**src/rtl/i2c_wk_pkg.sv**
```systemverilog
package i2c_wk_pkg;
   // bus events derived from the synchronized lines
   typedef struct packed {
      logic start;
      logic stop;
      logic rise;
      logic fall;
      logic sda;
   } bus_ev_t;
endpackage

```
**src/rtl/i2c_wk_sync.sv**
```systemverilog
module i2c_wk_sync #(
   parameter int STAGES = 2,
   parameter int LINES  = 2
) (
   input  logic             clk,
   input  logic             rst_n,
   input  logic [LINES-1:0] d,
   output logic [LINES-1:0] q
);
   for (genvar i = 0; i < LINES; i++) begin : g_line
      logic [STAGES-1:0] ff;
      always_ff @(posedge clk or negedge rst_n) begin
         if (!rst_n) ff <= '1;   // idle bus lines are high
         else        ff <= {ff[STAGES-2:0], d[i]};
      end
      assign q[i] = ff[STAGES-1];
   end
endmodule

```
**src/rtl/i2c_wk_cond.sv**
```systemverilog
module i2c_wk_cond
   import i2c_wk_pkg::*;
(
   input  logic    clk,
   input  logic    rst_n,
   input  logic    scl_s,
   input  logic    sda_s,
   output bus_ev_t ev
);
   logic scl_p, sda_p;

   always_ff @(posedge clk or negedge rst_n) begin
      if (!rst_n) begin
         scl_p <= 1'b1;
         sda_p <= 1'b1;
      end else begin
         scl_p <= scl_s;
         sda_p <= sda_s;
      end
   end

   always_comb begin
      ev.start = scl_s & scl_p & sda_p & ~sda_s;
      ev.stop  = scl_s & scl_p & ~sda_p & sda_s;
      ev.rise  = scl_s & ~scl_p;
      ev.fall  = ~scl_s & scl_p;
      ev.sda   = sda_s;
   end
endmodule

```
**src/rtl/i2c_wk_shift.sv**
```systemverilog
module i2c_wk_shift #(
   parameter int DATA_W = 8
) (
   input  logic              clk,
   input  logic              rst_n,
   input  logic              en,
   input  logic              ack_en,
   input  logic              tx_load,
   input  logic [DATA_W-1:0] tx_data,
   input  logic              ev_start,
   input  logic              ev_rise,
   input  logic              ev_fall,
   input  logic              sda_s,
   output logic [DATA_W-1:0] rx_data,
   output logic              sda_drive_low,
   output logic              byte_edge,
   output logic              ack_edge,
   output logic              first_frame
);
   localparam int             CW   = $clog2(DATA_W + 1);
   localparam logic [CW-1:0]  LAST = CW'(DATA_W);
   localparam logic [CW-1:0]  PRE  = CW'(DATA_W - 1);

   logic [CW-1:0]     cnt;
   logic [DATA_W-1:0] shreg;
   logic              out_bit, tx_act, ack_drv, first;

   always_ff @(posedge clk or negedge rst_n) begin
      if (!rst_n) begin
         cnt     <= '0;
         shreg   <= '0;
         out_bit <= 1'b1;
         tx_act  <= 1'b0;
         ack_drv <= 1'b0;
         first   <= 1'b0;
      end else if (!en) begin
         cnt     <= '0;
         tx_act  <= 1'b0;
         ack_drv <= 1'b0;
         first   <= 1'b0;
      end else begin
         if (ev_start) begin
            // start or restart: next frame is an address
            cnt     <= '0;
            first   <= 1'b1;
            ack_drv <= 1'b0;
         end else if (ev_rise) begin
            if (cnt == LAST) begin
               cnt   <= '0;
               first <= 1'b0;
            end else begin
               cnt   <= cnt + 1'b1;
               shreg <= {shreg[DATA_W-2:0], sda_s};
            end
         end else if (ev_fall) begin
            out_bit <= shreg[DATA_W-1];
            if (cnt == LAST) begin
               tx_act  <= 1'b0;
               ack_drv <= ack_en & ~tx_act;
            end else if (cnt == '0) begin
               ack_drv <= 1'b0;
            end
         end
         if (tx_load) begin
            shreg   <= tx_data;
            out_bit <= tx_data[DATA_W-1];
            tx_act  <= 1'b1;
         end
      end
   end

   assign rx_data       = shreg;
   assign sda_drive_low = (tx_act & ~out_bit) | ack_drv;
   assign byte_edge     = en & ev_rise & (cnt == PRE);
   assign ack_edge      = en & ev_rise & (cnt == LAST);
   assign first_frame   = first;
endmodule

```
**src/rtl/i2c_wk_ctl.sv**
```systemverilog
module i2c_wk_ctl #(
   parameter int ADDR_W = 7
) (
   input  logic              clk,
   input  logic              rst_n,
   input  logic              en,
   input  logic              irq_ninth,
   input  logic              wake_en,
   input  logic              wait_en,
   input  logic [ADDR_W-1:0] slave_addr,
   input  logic              rel_wait,
   input  logic              tx_load,
   input  logic              clr_start,
   input  logic              clr_stop,
   input  logic              clr_ack,
   input  logic              ev_start,
   input  logic              ev_stop,
   input  logic              ev_fall,
   input  logic              sda_s,
   input  logic              byte_edge,
   input  logic              ack_edge,
   input  logic              first_frame,
   input  logic [ADDR_W-1:0] addr_now,
   output logic              irq,
   output logic              scl_drive_low,
   output logic              start_flag,
   output logic              stop_flag,
   output logic              ack_flag
);
   logic addr_hit, wait_pend;
   logic hit_now, irq_pt, match_ok, frame_irq;

   always_comb begin
      hit_now   = (addr_now == slave_addr);
      irq_pt    = irq_ninth ? ack_edge : byte_edge;
      match_ok  = irq_ninth ? addr_hit : hit_now;
      frame_irq = irq_pt & (~wake_en | (first_frame & match_ok));
   end

   always_ff @(posedge clk or negedge rst_n) begin
      if (!rst_n) begin
         irq           <= 1'b0;
         addr_hit      <= 1'b0;
         wait_pend     <= 1'b0;
         scl_drive_low <= 1'b0;
      end else begin
         irq <= en & (frame_irq | (wake_en & ev_stop));
         if (byte_edge) addr_hit <= first_frame & hit_now;
         if (!en || tx_load || rel_wait) begin
            wait_pend     <= 1'b0;
            scl_drive_low <= 1'b0;
         end else if (frame_irq && wait_en) begin
            wait_pend <= 1'b1;
         end else if (wait_pend && ev_fall) begin
            wait_pend     <= 1'b0;
            scl_drive_low <= 1'b1;
         end
      end
   end

   // sticky flags: a detection outranks its clear pulse
   always_ff @(posedge clk or negedge rst_n) begin
      if (!rst_n) begin
         start_flag <= 1'b0;
         stop_flag  <= 1'b0;
         ack_flag   <= 1'b0;
      end else begin
         if (ev_start)                  start_flag <= 1'b1;
         else if (ev_stop || clr_start) start_flag <= 1'b0;
         if (ev_stop)                   stop_flag  <= 1'b1;
         else if (clr_stop)             stop_flag  <= 1'b0;
         if (ack_edge && !sda_s)        ack_flag   <= 1'b1;
         else if (clr_ack)              ack_flag   <= 1'b0;
      end
   end
endmodule

```
**src/rtl/i2c_wake_chan.sv**
```systemverilog
module i2c_wake_chan #(
   parameter int SYNC_STAGES = 2,
   parameter int DATA_W      = 8,
   parameter int ADDR_W      = 7
) (
   input  logic              clk,
   input  logic              rst_n,
   input  logic              en,
   input  logic              scl_in,
   input  logic              sda_in,
   input  logic              ack_en,
   input  logic              irq_ninth,
   input  logic              wake_en,
   input  logic              wait_en,
   input  logic [ADDR_W-1:0] slave_addr,
   input  logic              tx_load,
   input  logic [DATA_W-1:0] tx_data,
   input  logic              rel_wait,
   input  logic              clr_start,
   input  logic              clr_stop,
   input  logic              clr_ack,
   output logic              scl_drive_low,
   output logic              sda_drive_low,
   output logic [DATA_W-1:0] rx_data,
   output logic              irq,
   output logic              start_flag,
   output logic              stop_flag,
   output logic              ack_flag
);
   import i2c_wk_pkg::*;

   if (SYNC_STAGES < 2) begin : g_bad_sync
      $error("SYNC_STAGES must be at least 2");
   end
   if (DATA_W != ADDR_W + 1) begin : g_bad_width
      $error("DATA_W must equal ADDR_W + 1");
   end

   logic [1:0] line_s;
   logic       scl_s, sda_s;
   bus_ev_t    ev;
   logic       start_ev, stop_ev;
   logic       byte_edge, ack_edge, first_frame;

   i2c_wk_sync #(.STAGES(SYNC_STAGES), .LINES(2)) u_sync (
      .clk(clk), .rst_n(rst_n), .d({scl_in, sda_in}), .q(line_s));

   assign scl_s = line_s[1];
   assign sda_s = line_s[0];

   i2c_wk_cond u_cond (
      .clk(clk), .rst_n(rst_n), .scl_s(scl_s), .sda_s(sda_s), .ev(ev));

   assign start_ev = ev.start;
   assign stop_ev  = ev.stop;

   i2c_wk_shift #(.DATA_W(DATA_W)) u_shift (
      .clk(clk), .rst_n(rst_n), .en(en), .ack_en(ack_en),
      .tx_load(tx_load), .tx_data(tx_data),
      .ev_start(ev.start), .ev_rise(ev.rise), .ev_fall(ev.fall),
      .sda_s(ev.sda), .rx_data(rx_data), .sda_drive_low(sda_drive_low),
      .byte_edge(byte_edge), .ack_edge(ack_edge), .first_frame(first_frame));

   i2c_wk_ctl #(.ADDR_W(ADDR_W)) u_ctl (
      .clk(clk), .rst_n(rst_n), .en(en), .irq_ninth(irq_ninth),
      .wake_en(wake_en), .wait_en(wait_en), .slave_addr(slave_addr),
      .rel_wait(rel_wait), .tx_load(tx_load),
      .clr_start(clr_start), .clr_stop(clr_stop), .clr_ack(clr_ack),
      .ev_start(ev.start), .ev_stop(ev.stop), .ev_fall(ev.fall),
      .sda_s(sda_s), .byte_edge(byte_edge), .ack_edge(ack_edge),
      .first_frame(first_frame), .addr_now(rx_data[ADDR_W-1:0]),
      .irq(irq), .scl_drive_low(scl_drive_low),
      .start_flag(start_flag), .stop_flag(stop_flag), .ack_flag(ack_flag));
endmodule

```
**config.mk**
```make
export PLATFORM = sky130hd
export DESIGN_NAME = i2c_wake_chan
export DESIGN_NICKNAME = d
export VERILOG_FILES = /design/src/rtl/i2c_wk_pkg.sv /design/src/rtl/i2c_wk_sync.sv /design/src/rtl/i2c_wk_cond.sv /design/src/rtl/i2c_wk_shift.sv /design/src/rtl/i2c_wk_ctl.sv /design/src/rtl/i2c_wake_chan.sv
export SDC_FILE = /design/constraint.sdc
export NUM_CORES = 1
export LEC_CHECK = 0
export BUFFER_PORTS_ARGS = -buffer_cell sky130_fd_sc_hd__buf_4
export CORE_MARGIN = 3
export CORE_UTILIZATION = 47
export CTS_CLUSTER_DIAMETER = 40
export DETAILED_ROUTE_END_ITERATION = 10
export HOLD_SLACK_MARGIN = 0.06
export PLACE_DENSITY = 0.73
export SLEW_MARGIN = 15
export SYNTH_ARGS = -nofsm -noshare
export SYNTH_HDL_FRONTEND = slang
export SYNTH_HIERARCHICAL = 1
export SYNTH_SLANG_ARGS = --single-unit
```
**constraint.sdc**
```tcl
create_clock -name clk -period 1.9 [get_ports clk]
set_input_delay 0.19 -clock clk [delete_from_list [all_inputs] [get_ports clk]]
set_output_delay 0.19 -clock clk [all_outputs]
set_load 0.02 [all_outputs]
```
==> summary.md, run 1 <==
| Metric | Value |
|---|---|
| Synth Register Bits | 29 |
| Final slew viol count | 0 |
| Max FO, Critical Path | 5 |
| Max H-tree Level | 2 |
| Fillers | 291 |
| CP startpoint kind | flop |
| Clock Skews | 0.00891 ns |
| Synth-to-Final Area Change | 27.3% |
| Clock Path Buffers | 2 |
| Tightest Hold Check Type | in -> reg |
| Ys flop type | dfrtp_1 |
| DP Cell Count | 245 |
| Final Hold Fails | 0 |
| Fin crit share | around 94% |
| Req. time, crit path | 2.13 ns |
| Layout Cells excl Fill | 257 |
| Via Count | 1398 |
| Num CTS Buffers | 5 |
| Mapped Nets | 195 |
| CTS tree | built |
| Antenna diodes | 0 |
| Fmax | 0.563 GHz |
| Leakage | around 0.94 nW |
| Iter 0 DRT Violations | 108 |
| Unrepaired setup endpoints after global routing | no |
| DRT Wirelength | around 3900 µm |
| Total global-route track usage | between 20 and 25% |
| Outcome | complete, no violations |
| Synthesized cell area | 1610 µm² |
| Yosys warnings | 6 |
| Die X | 64.5 µm |
| Final setup vio count | 0 |
| Initial antenna violation count | 0 |
| Slew @ Worst Pin | 0.363 ns |
| DR WL/cell | 15.2 µm |
| Post-synthesis sequential area ratio | 45.7% |
| Critical Path AT | 2.01 ns |
| Hpwl dp | 2880 µm |
| Critical path capture point type | flop |
| Sequential cell area | between 700 and 800 µm² |
| Die height | 64.5 µm |
| Asr flop ratio synth | 100% |
| Clk_lat worst skew | 0.33 ns |
| Pre-antenna DRT Iters | 4 |
| Final ANT Viol Nets | 0 |
| Min cycle time layout | 1.78 ns |
| Die area | 4160 µm² |
| Largest net degree at the start of global routing | 30 |
| GPL Wtd Cong | 0.833 |
| Final nets | 243 |
| Max_cap viols | 0 |
| Initial core utilization | 51.0% |
| Power per Cell Area | slightly below 700 nW/µm² |
| Root buffer cell | clkbuf_4 |
| Final Power | 0.00140 W |
| First-pass GRT wire length | 6630 µm |
| EDFF count, synth | 0 |
| Register clock-pin slew on the reported worst setup and hold paths | 0.09 ns |
| Core Area | 3150 µm² |
| # DRC | 0 |
| Crit Path Category | reg -> reg |
| Syn Inst Count | 164 |
| Area of the multi-input gates | 773 µm² |
| Unique masters post-synth | 47 |
| Setup TNS Final | 0 ns |
| Synthesized area per cell | 9.80 µm² |
| Site Rows | 20 |
| Vias in the first global route | 1426 |
| Clock sinks | 29 |
| I/O Buffers | 42 |
| Ports | 43 |
| Grt ovf | 0 |
| Via-to-Cell Ratio | 5.44 |
| Layout cells sized above 1 | between 30% and 40% |
| Relative slew slack | 75.8% |
| Worst VDD drop | slightly above 0.0004 V |
## kinds of logic after synthesis
kind of cell,Yosys count,synth area share (%)
compound gates,42,17.4
fa+ha+maj,2,1.56
simple gates,58,22.0
buf+inv,22,6.93
flops,29,45.7
mux,3,1.95
xor+xnor,8,4.36
## cell type report
cell class,instances,share of cell area [%]
inverters,13,2.39
clock buffers,8,2.39
repair buffers,50,18.8
multi-input cells,113,37.8
well taps,44,2.69
flip-flops and latches,29,35.9
## metal layers
metal  share of wire [%]  routed length (µm)  global-route usage (%)
met4                0.79                  31                    6.07
met5                   0                   0                       0
met1                  44                1700                    27.3
met3                 5.0                 196                    6.76
met2                  51                1980                    32.3
## timing repair
action                                  in CTS  in global routing
resized for setup                            0                  2
hold endpoints to repair                    27                  0
hold buffers                                 4                  0
endpoints found under the setup margin       0                  2
buffers inserted                             0                  0
## path summary, 6_finish.rpt
path,slack [ns],cells past startpoint,from,endpoint
worst max-delay path,0.12,8,u_shift/cnt[0]$_DFFE_PN0P_,u_ctl/scl_drive_low$_DFFE_PN0P_
worst min-delay path,0.12,4,rel_wait,u_ctl/wait_pend$_DFFE_PN0P_
worst max register to register,0.12,8,u_shift/cnt[0]$_DFFE_PN0P_,u_ctl/scl_drive_low$_DFFE_PN0P_
worst min register to register,0.36,0,u_sync/g_line[1].ff[0]$_DFF_PN1_,u_sync/g_line[1].ff[1]$_DFF_PN1_
max in group asynchronous,1.27,2,rst_n,u_sync/g_line[0].ff[0]$_DFF_PN1_
min in group asynchronous,0.31,2,rst_n,u_ctl/ack_flag$_DFFE_PN0P_
## synth_stat cells (all sizes together) (5+ instances only)
cell | number | area share [%]
nor2 | 7 | 1.6
nand3 | 6 | 1.9
inv | 13 | 3.0
dfstp | 7 | 11
a21oi | 6 | 1.9
nand2 | 11 | 2.6
dfrtp | 22 | 34
buf | 7 | 3.4
nor3 | 5 | 1.6
o22ai | 11 | 4.3
xor2 | 6 | 3.3
o21ai | 7 | 2.2
## power breakdown
| part | total [W] | leakage [nW] | switching [W] | internal, W |
|---|---|---|---|---|
| sequential | 0.000726 | 0.354 | 0.0000558 | 0.000670 |
| combinational | 0.000328 | 0.563 | 0.000169 | 0.000159 |
| clock | 0.000350 | 0.0265 | 0.000203 | 0.000147 |
## critical path, stage by stage (launching register included)
cell and delay, ns:
dfrtp_1 0.42, inv_1 0.07, ha_1 0.15, and3b_1 0.20
and3_2 0.21, mux2_2 0.17, nand2_1 0.08, a22o_1 0.19
a21o_2 0.18
## state kept, by name (all words and copies together) (netlist names)
register	flops
u_shift/out_bit	1
u_shift/ack_drv	1
u_ctl/addr_hit	1
u_cond/sda_p	1
u_cond/scl_p	1
u_ctl/ack_flag	1
u_shift/first_frame	1
u_shift/rx_data	8
u_ctl/wait_pend	1
u_shift/tx_act	1
u_ctl/scl_drive_low	1
u_ctl/stop_flag	1
u_ctl/start_flag	1
u_sync/g_line.ff	4
u_ctl/irq	1
u_shift/cnt	4
## metrics by stage
step	utilization, %	area [µm²]	setup slack [ns]	hold slack [ns]
global placement	61.8	1950	0.124	0.131
finish	64.9	2050	0.123	0.120
CTS	64.6	2040	0.0318	0.110
global route	64.9	2050	0.0177	0.111
detailed placement	61.8	1950	0.0393	0.128
floorplan	-	1610	0.00599	-0.106
## cells in the final DEF, fill, tap and decap left out, types with 4 or more instances in the layout
cell type,n
buf_4,46
dfrtp_1,22
inv_1,13
nand2_1,11
o22ai_1,11
dfstp_2,7
o21ai_0,7
nor2_1,7
xor2_1,6
nand3_1,6
a21oi_1,6
clkbuf_4,5
dlygate4sd3_1,4
a31oi_1,4
nor3_1,4
Note: power is estimated with default switching activity, not from simulation.
==> inputs of run 2 (changes only) <==
Settings changed: PLACE_DENSITY 0.73 to 0.83.
==> summary.md, run 2 (synthesis results as in run 1) <==
| Metric | Value |
|---|---|
| Critical Path AT | 1.98 ns |
| Final setup vio count | 0 |
| Crit-path cells | inv_1 > ha_1 > and3b_1 > and3_2 > mux2_2 > nand2_1 > a22o_1 > a21o_2 |
| Max_cap viols | 0 |
| DR WL/cell | 15.1 µm |
| Largest net degree at the start of global routing | 30 |
| Max FO, Critical Path | 5 |
| Final ANT Viol Nets | 0 |
| Min cycle time layout | 1.75 ns |
| Max reg flops | 8 |
| Dpl ws | 0.112 ns |
| Most common cell after layout, fill and taps aside | buf_4 |
| Final Hold Fails | 0 |
| Most frequent cells in the layout | buf_4, dfrtp_1, inv_1 |
| Leakage | between 0.9 and 1 nW |
| Setup ws final | around 0.15 ns |
| Grt met1 use | 24.5% |
| Layout Cells excl Fill | 258 |
| Clock sinks | 29 |
| Busiest grt layer | met2 |
| Pre-antenna DRT Iters | 4 |
| Clk_lat worst skew | 0.33 ns |
| Slew @ Worst Pin | 0.361 ns |
| Die height | ~64 µm |
| Unrepaired setup endpoints after global routing | no |
| Max H-tree Level | 2 |
| Slowest stage cell, crit path | dfrtp_1 |
| Power per Cell Area | 758 nW/µm² |
| CP startpoint kind | flop |
| DP Cell Count | 246 |
| Setup TNS Final | 0 ns |
| Slowest cell delay on critical path | 0.43 ns |
| Via-to-Cell Ratio | approximately 5.6 |
| Fin crit share | 92.2% |
| Hpwl dp | 2950 µm |
| Initial core utilization | 51.0% |
| Core Area | 3150 µm² |
| Relative slew slack | 75.9% |
| Site Rows | 20 |
| # DRC | 0 |
| Tightest Hold Check Type | in -> reg |
| Grt ovf | 0 |
| Clock Skews | 0.0131 ns |
| Outcome | complete, no violations |
| Req. time, crit path | 2.13 ns |
| Final slew viol count | 0 |
| Root buffer cell | clkbuf_4 |
| Fmax | 0.571 GHz |
| Design area | 2080 µm² |
| Placed cell areas | 1960 µm² |
| GPL Wtd Cong | approximately 0.90 |
| Final nets | 244 |
| Initial antenna violation count | 0 |
| Worst VDD drop | 0.000472 V |
| CTS tree | built |
| Clock Path Buffers | 2 |
| Vias in the first global route | 1444 |
| Min Hold Slack | approximately 0.13 ns |
| Die area | between 4000 and 5000 µm² |
| GRT met2 Usage | 33.2% |
| Crit Path Category | reg -> reg |
| Ports | 43 |
| DRT Wirelength | roughly 4000 µm |
| Grt met3 use | 5.89% |
| First-pass GRT wire length | ~6400 µm |
| Num CTS Buffers | 5 |
| Die X | 64.5 µm |
| Critical path capture point type | flop |
| Antenna diodes | 0 |
| Iter 0 DRT Violations | 56 |
| Synth-to-Final Area Change | 29.8% |
| Setup bufs post-CTS | 0 |
| I/O Buffers | 42 |
| Total global-route track usage | approximately a fifth |
| Register clock-pin slew on the reported worst setup and hold paths | 0.10 ns |
| Via Count | 1450 |
| Layout cells sized above 1 | about 35% |
[run 2: cell count changes in the layout (fill, tap and decap cells not counted)]
cell,delta
buf_4,+1
bufinv_16,+1
clkbuf_1,-2
clkbuf_8,+1
nor2b_2,+1
nor2b_4,-1
[run 2: timing repair]
item                                   4_1_cts  5_1_grt
setup endpoints to repair                    0        1
gates resized for setup                      0        1
hold buffers                                 4        0
endpoints found under the hold margin       25        0
[run 2: worst paths after layout]
path                            cells after the start                        startpoint  slack [ns]                                to
worst max-delay path                                8        u_shift/cnt[0]$_DFFE_PN0P_        0.15   u_ctl/scl_drive_low$_DFFE_PN0P_
worst min-delay path                                4                          rel_wait        0.13       u_ctl/wait_pend$_DFFE_PN0P_
worst min register to register                      0  u_sync/g_line[0].ff[0]$_DFF_PN1_        0.36  u_sync/g_line[0].ff[1]$_DFF_PN1_
min in group asynchronous                           2                             rst_n        0.31   u_shift/first_frame$_DFFE_PN0P_
worst max register to register                      8        u_shift/cnt[0]$_DFFE_PN0P_        0.15   u_ctl/scl_drive_low$_DFFE_PN0P_
max in group asynchronous                           2                             rst_n        1.27  u_sync/g_line[1].ff[0]$_DFF_PN1_
[run 2: power breakdown]
part	switching [W]	leakage [nW]	internal (W)
sequential	0.0000574	0.354	0.000670
clock	0.000214	0.0455	0.000314
combinational	0.000167	0.564	0.000158
[run 2: stage by stage]
| stage | total power [W] | util, % |
|---|---|---|
| floorplan | 0.000903 | - |
| detailed placement | 0.00106 | 62.1 |
| global placement | 0.00105 | 62.1 |
| global route | 0.00166 | 66.1 |
| finish | 0.00158 | 66.1 |
| CTS | 0.00159 | 66.0 |
[run 2: layer usage]
metal	wire length, µm	vias up
li1	-	682
met1	1670	693
met2	1890	73
met3	298	2
met4	20	0
met5	0	-
[run 2: worst max-delay path, delay by kind of cell, from the launching register on]
family | cells | cell delay, ns
buffers and inverters | 1 | 0.08
adders and majority gates | 1 | 0.16
DFF | 1 | 0.43
AOI/OAI and AO/OA | 2 | 0.37
muxes | 1 | 0.16
and+or+nand+nor | 3 | 0.46
[run 2: layout make-up]
class | instances | area (µm²)
clock inverter | 1 | 30.0
timing repair buffer | 51 | 393
clock buffer | 7 | 55.1
sequential | 29 | 734
tap | 44 | 55.1
multi-input combinational | 113 | 768
inverter | 13 | 48.8
fill | 272 | 1070
==> inputs of run 3 (changes only) <==
Settings changed: ABC_AREA from default to 1.
==> summary.md, run 3 <==
| Metric | Value |
|---|---|
| Outcome | complete, no violations |
| Min cycle time layout | between 1.5 and 2 ns |
| Most frequent cells in the layout | nand2_1, buf_4, inv_1 |
| CP startpoint kind | flop |
| Most common cell after layout, fill and taps aside | nand2_1 |
| GPL Wtd Cong | 0.814 |
| Fillers | around 290 |
| Worst VDD drop | 0.000436 V |
| Iter 0 DRT Violations | 47 |
| Setup TNS Final | 0 ns |
| Setup ws final | approximately 0.18 ns |
| Fin crit share | 90.6% |
| Yosys warnings | 6 |
| Core Area | 3200 µm² |
| Via-to-Cell Ratio | 4.70 |
| Synthesized area per cell | 7.41 µm² |
| Synth-to-Final Area Change | 26.7% |
| Final setup vio count | 0 |
| Placed cell areas | 1980 µm² |
| Via Count | ~1500 |
| I/O Buffers | 42 |
| Die X | 65.1 µm |
| Sequential cell area | 734 µm² |
| Die height | 65.1 µm |
| Relative slew slack | 76.1% |
| Total global-route track usage | 16.9% |
| Fmax | a little under 0.6 GHz |
| Dpl ws | 0.168 ns |
| Max_cap viols | 0 |
| Unique masters post-synth | 29 |
| DR WL/cell | around 10 µm |
| EDFF count, synth | 0 |
| Tightest Hold Check Type | in -> reg |
| Power per Cell Area | ~680 nW/µm² |
| Post-synthesis sequential area ratio | 44.7% |
| Largest net degree at the start of global routing | 30 |
| Critical path capture point type | flop |
| Antenna diodes | 0 |
| Clock Path Buffers | 2 |
| Vias in the first global route | around 1400 |
| Max FO, Critical Path | 4 |
| Clock Skews | 0.0156 ns |
| Post-synth top area cell | dfrtp_1 |
| Pre-antenna DRT Iters | 4 |
| Initial core utilization | between 50% and 60% |
| First-pass GRT wire length | 5700 µm |
| Ys flop type | dfrtp_1 |
| Max H-tree Level | 2 |
| Top-area cell type share of the netlist area | 33.5% |
| Unrepaired setup endpoints after global routing | no |
| Asr flop ratio synth | 100% |
| Final Power | roughly 0.0014 W |
| Initial antenna violation count | 0 |
| Register clock-pin slew on the reported worst setup and hold paths | 0.10 ns |
| Final Hold Fails | 0 |
| Synthesized cell area | between 1500 and 2000 µm² |
| Synth top area cells | dfrtp_1, nand2_1, dfstp_2 |
| Slew @ Worst Pin | 0.359 ns |
| Mapped Nets | 253 |
| # DRC | 0 |
| Final ANT Viol Nets | 0 |
| Most common cell in the netlist | nand2_1 |
| Crit path launch | u_sync/g_line[1].ff[1]$_DFF_PN1_ |
| Final slew viol count | 0 |
| Synth Register Bits | 29 |
| DRT Wirelength | 3330 µm |
| Core Util, Final | ~65% |
| Clock sinks | 29 |
| Root buffer cell | clkbuf_4 |
| Syn Inst Count | 222 |
| CTS tree | built |
| Req. time, crit path | 2.11 ns |
| Hpwl dp | 2530 µm |
| Layout cells sized above 1 | around a quarter |
| Synth top cells by count | nand2_1, inv_1, dfrtp_1 |
| Num CTS Buffers | 5 |
| Design area | 2080 µm² |
| Final nets | around 300 |
| Die area | 4240 µm² |
| Crit Path Category | reg -> reg |
| Critical Path AT | 1.93 ns |
| Max reg flops | 8 |
| Area of the multi-input gates | 691 µm² |
| Grt ovf | 0 |
| Critical R2R Launch | u_sync/g_line[1].ff[1]$_DFF_PN1_ |
| Leakage | 1.14 nW |
| Site Rows | 20 |
| Worst Hold Launch | rel_wait |
| Ports | 43 |
| Clk_lat worst skew | slightly above 0.3 ns |
## run 3: final cells by class
cell class | instances | area share, %
Sequential cell | 29 | 35.3
Clock buffer | 7 | 2.16
Clock inverter | 1 | 0.240
Multi-Input combinational cell | 142 | 33.2
Timing Repair Buffer | 50 | 18.6
Tap cell | 44 | 2.64
Inverter | 44 | 7.93
## run 3: cells by family (layout without fill, tap and decap cells)
logic type,Yosys count,in the layout,share of synthesized area (%)
AO/OA/AOI/OAI,28,28,10.6
XOR/XNOR,1,1,0.533
adder cells (fa/ha/maj),2,2,1.52
buffers and inverters,51,102,13.3
flip-flops,29,29,44.7
AND/OR/NAND/NOR,111,111,29.4
## run 3: worst paths after layout
kind | to | slack, ns | cells past startpoint
min in group asynchronous | u_ctl/addr_hit$_DFFE_PN0P_ | 0.33 | 2
setup reg to reg | u_ctl/scl_drive_low$_DFFE_PN0P_ | 0.18 | 9
hold reg to reg | u_sync/g_line[1].ff[1]$_DFF_PN1_ | 0.36 | 0
max in group asynchronous | u_cond/scl_p$_DFF_PN1_ | 1.25 | 2
setup / recovery | u_ctl/scl_drive_low$_DFFE_PN0P_ | 0.18 | 9
hold / removal | u_ctl/wait_pend$_DFFE_PN0P_ | 0.13 | 3
## run 3: metal layers
metal | part of all wire, % | GRT usage (%) | vias to the layer above
li1 | - | - | 770
met1 | 46 | 21.2 | 686
met2 | 48 | 29.0 | 34
met3 | 6.4 | 4.27 | 0
met4 | 0 | 4.40 | 0
met5 | 0 | 0 | -
## run 3: repair_timing
action	in CTS	in global routing
endpoints found under the hold margin	26	0
buffers inserted	0	0
hold buffers	5	0
setup endpoints to repair	0	0
gates resized for setup	0	0
## run 3: report_power, final
part	total (W)	switching [W]	internal, W
clock	0.000338	0.000194	0.000144
combinational	0.000349	0.000191	0.000158
sequential	0.000723	0.0000495	0.000673
## run 3: stage by stage
stage          hold slack (ns)  std cells
2_1_floorplan           -0.106        222
3_3_place_gp             0.133        304
3_5_place_dp             0.130        304
4_1_cts                  0.122        317
5_1_grt                  0.115        317
6_report                 0.134        317
## run 3: critical path, stage by stage, from the launching register on
cell,delay (ns)
dfstp_2,0.55
inv_1,0.04
nor2_1,0.12
nand2_1,0.08
nor3_1,0.30
nor2_1,0.09
a21oi_1,0.20
nand3_2,0.12
nand2_1,0.08
a21oi_1,0.06
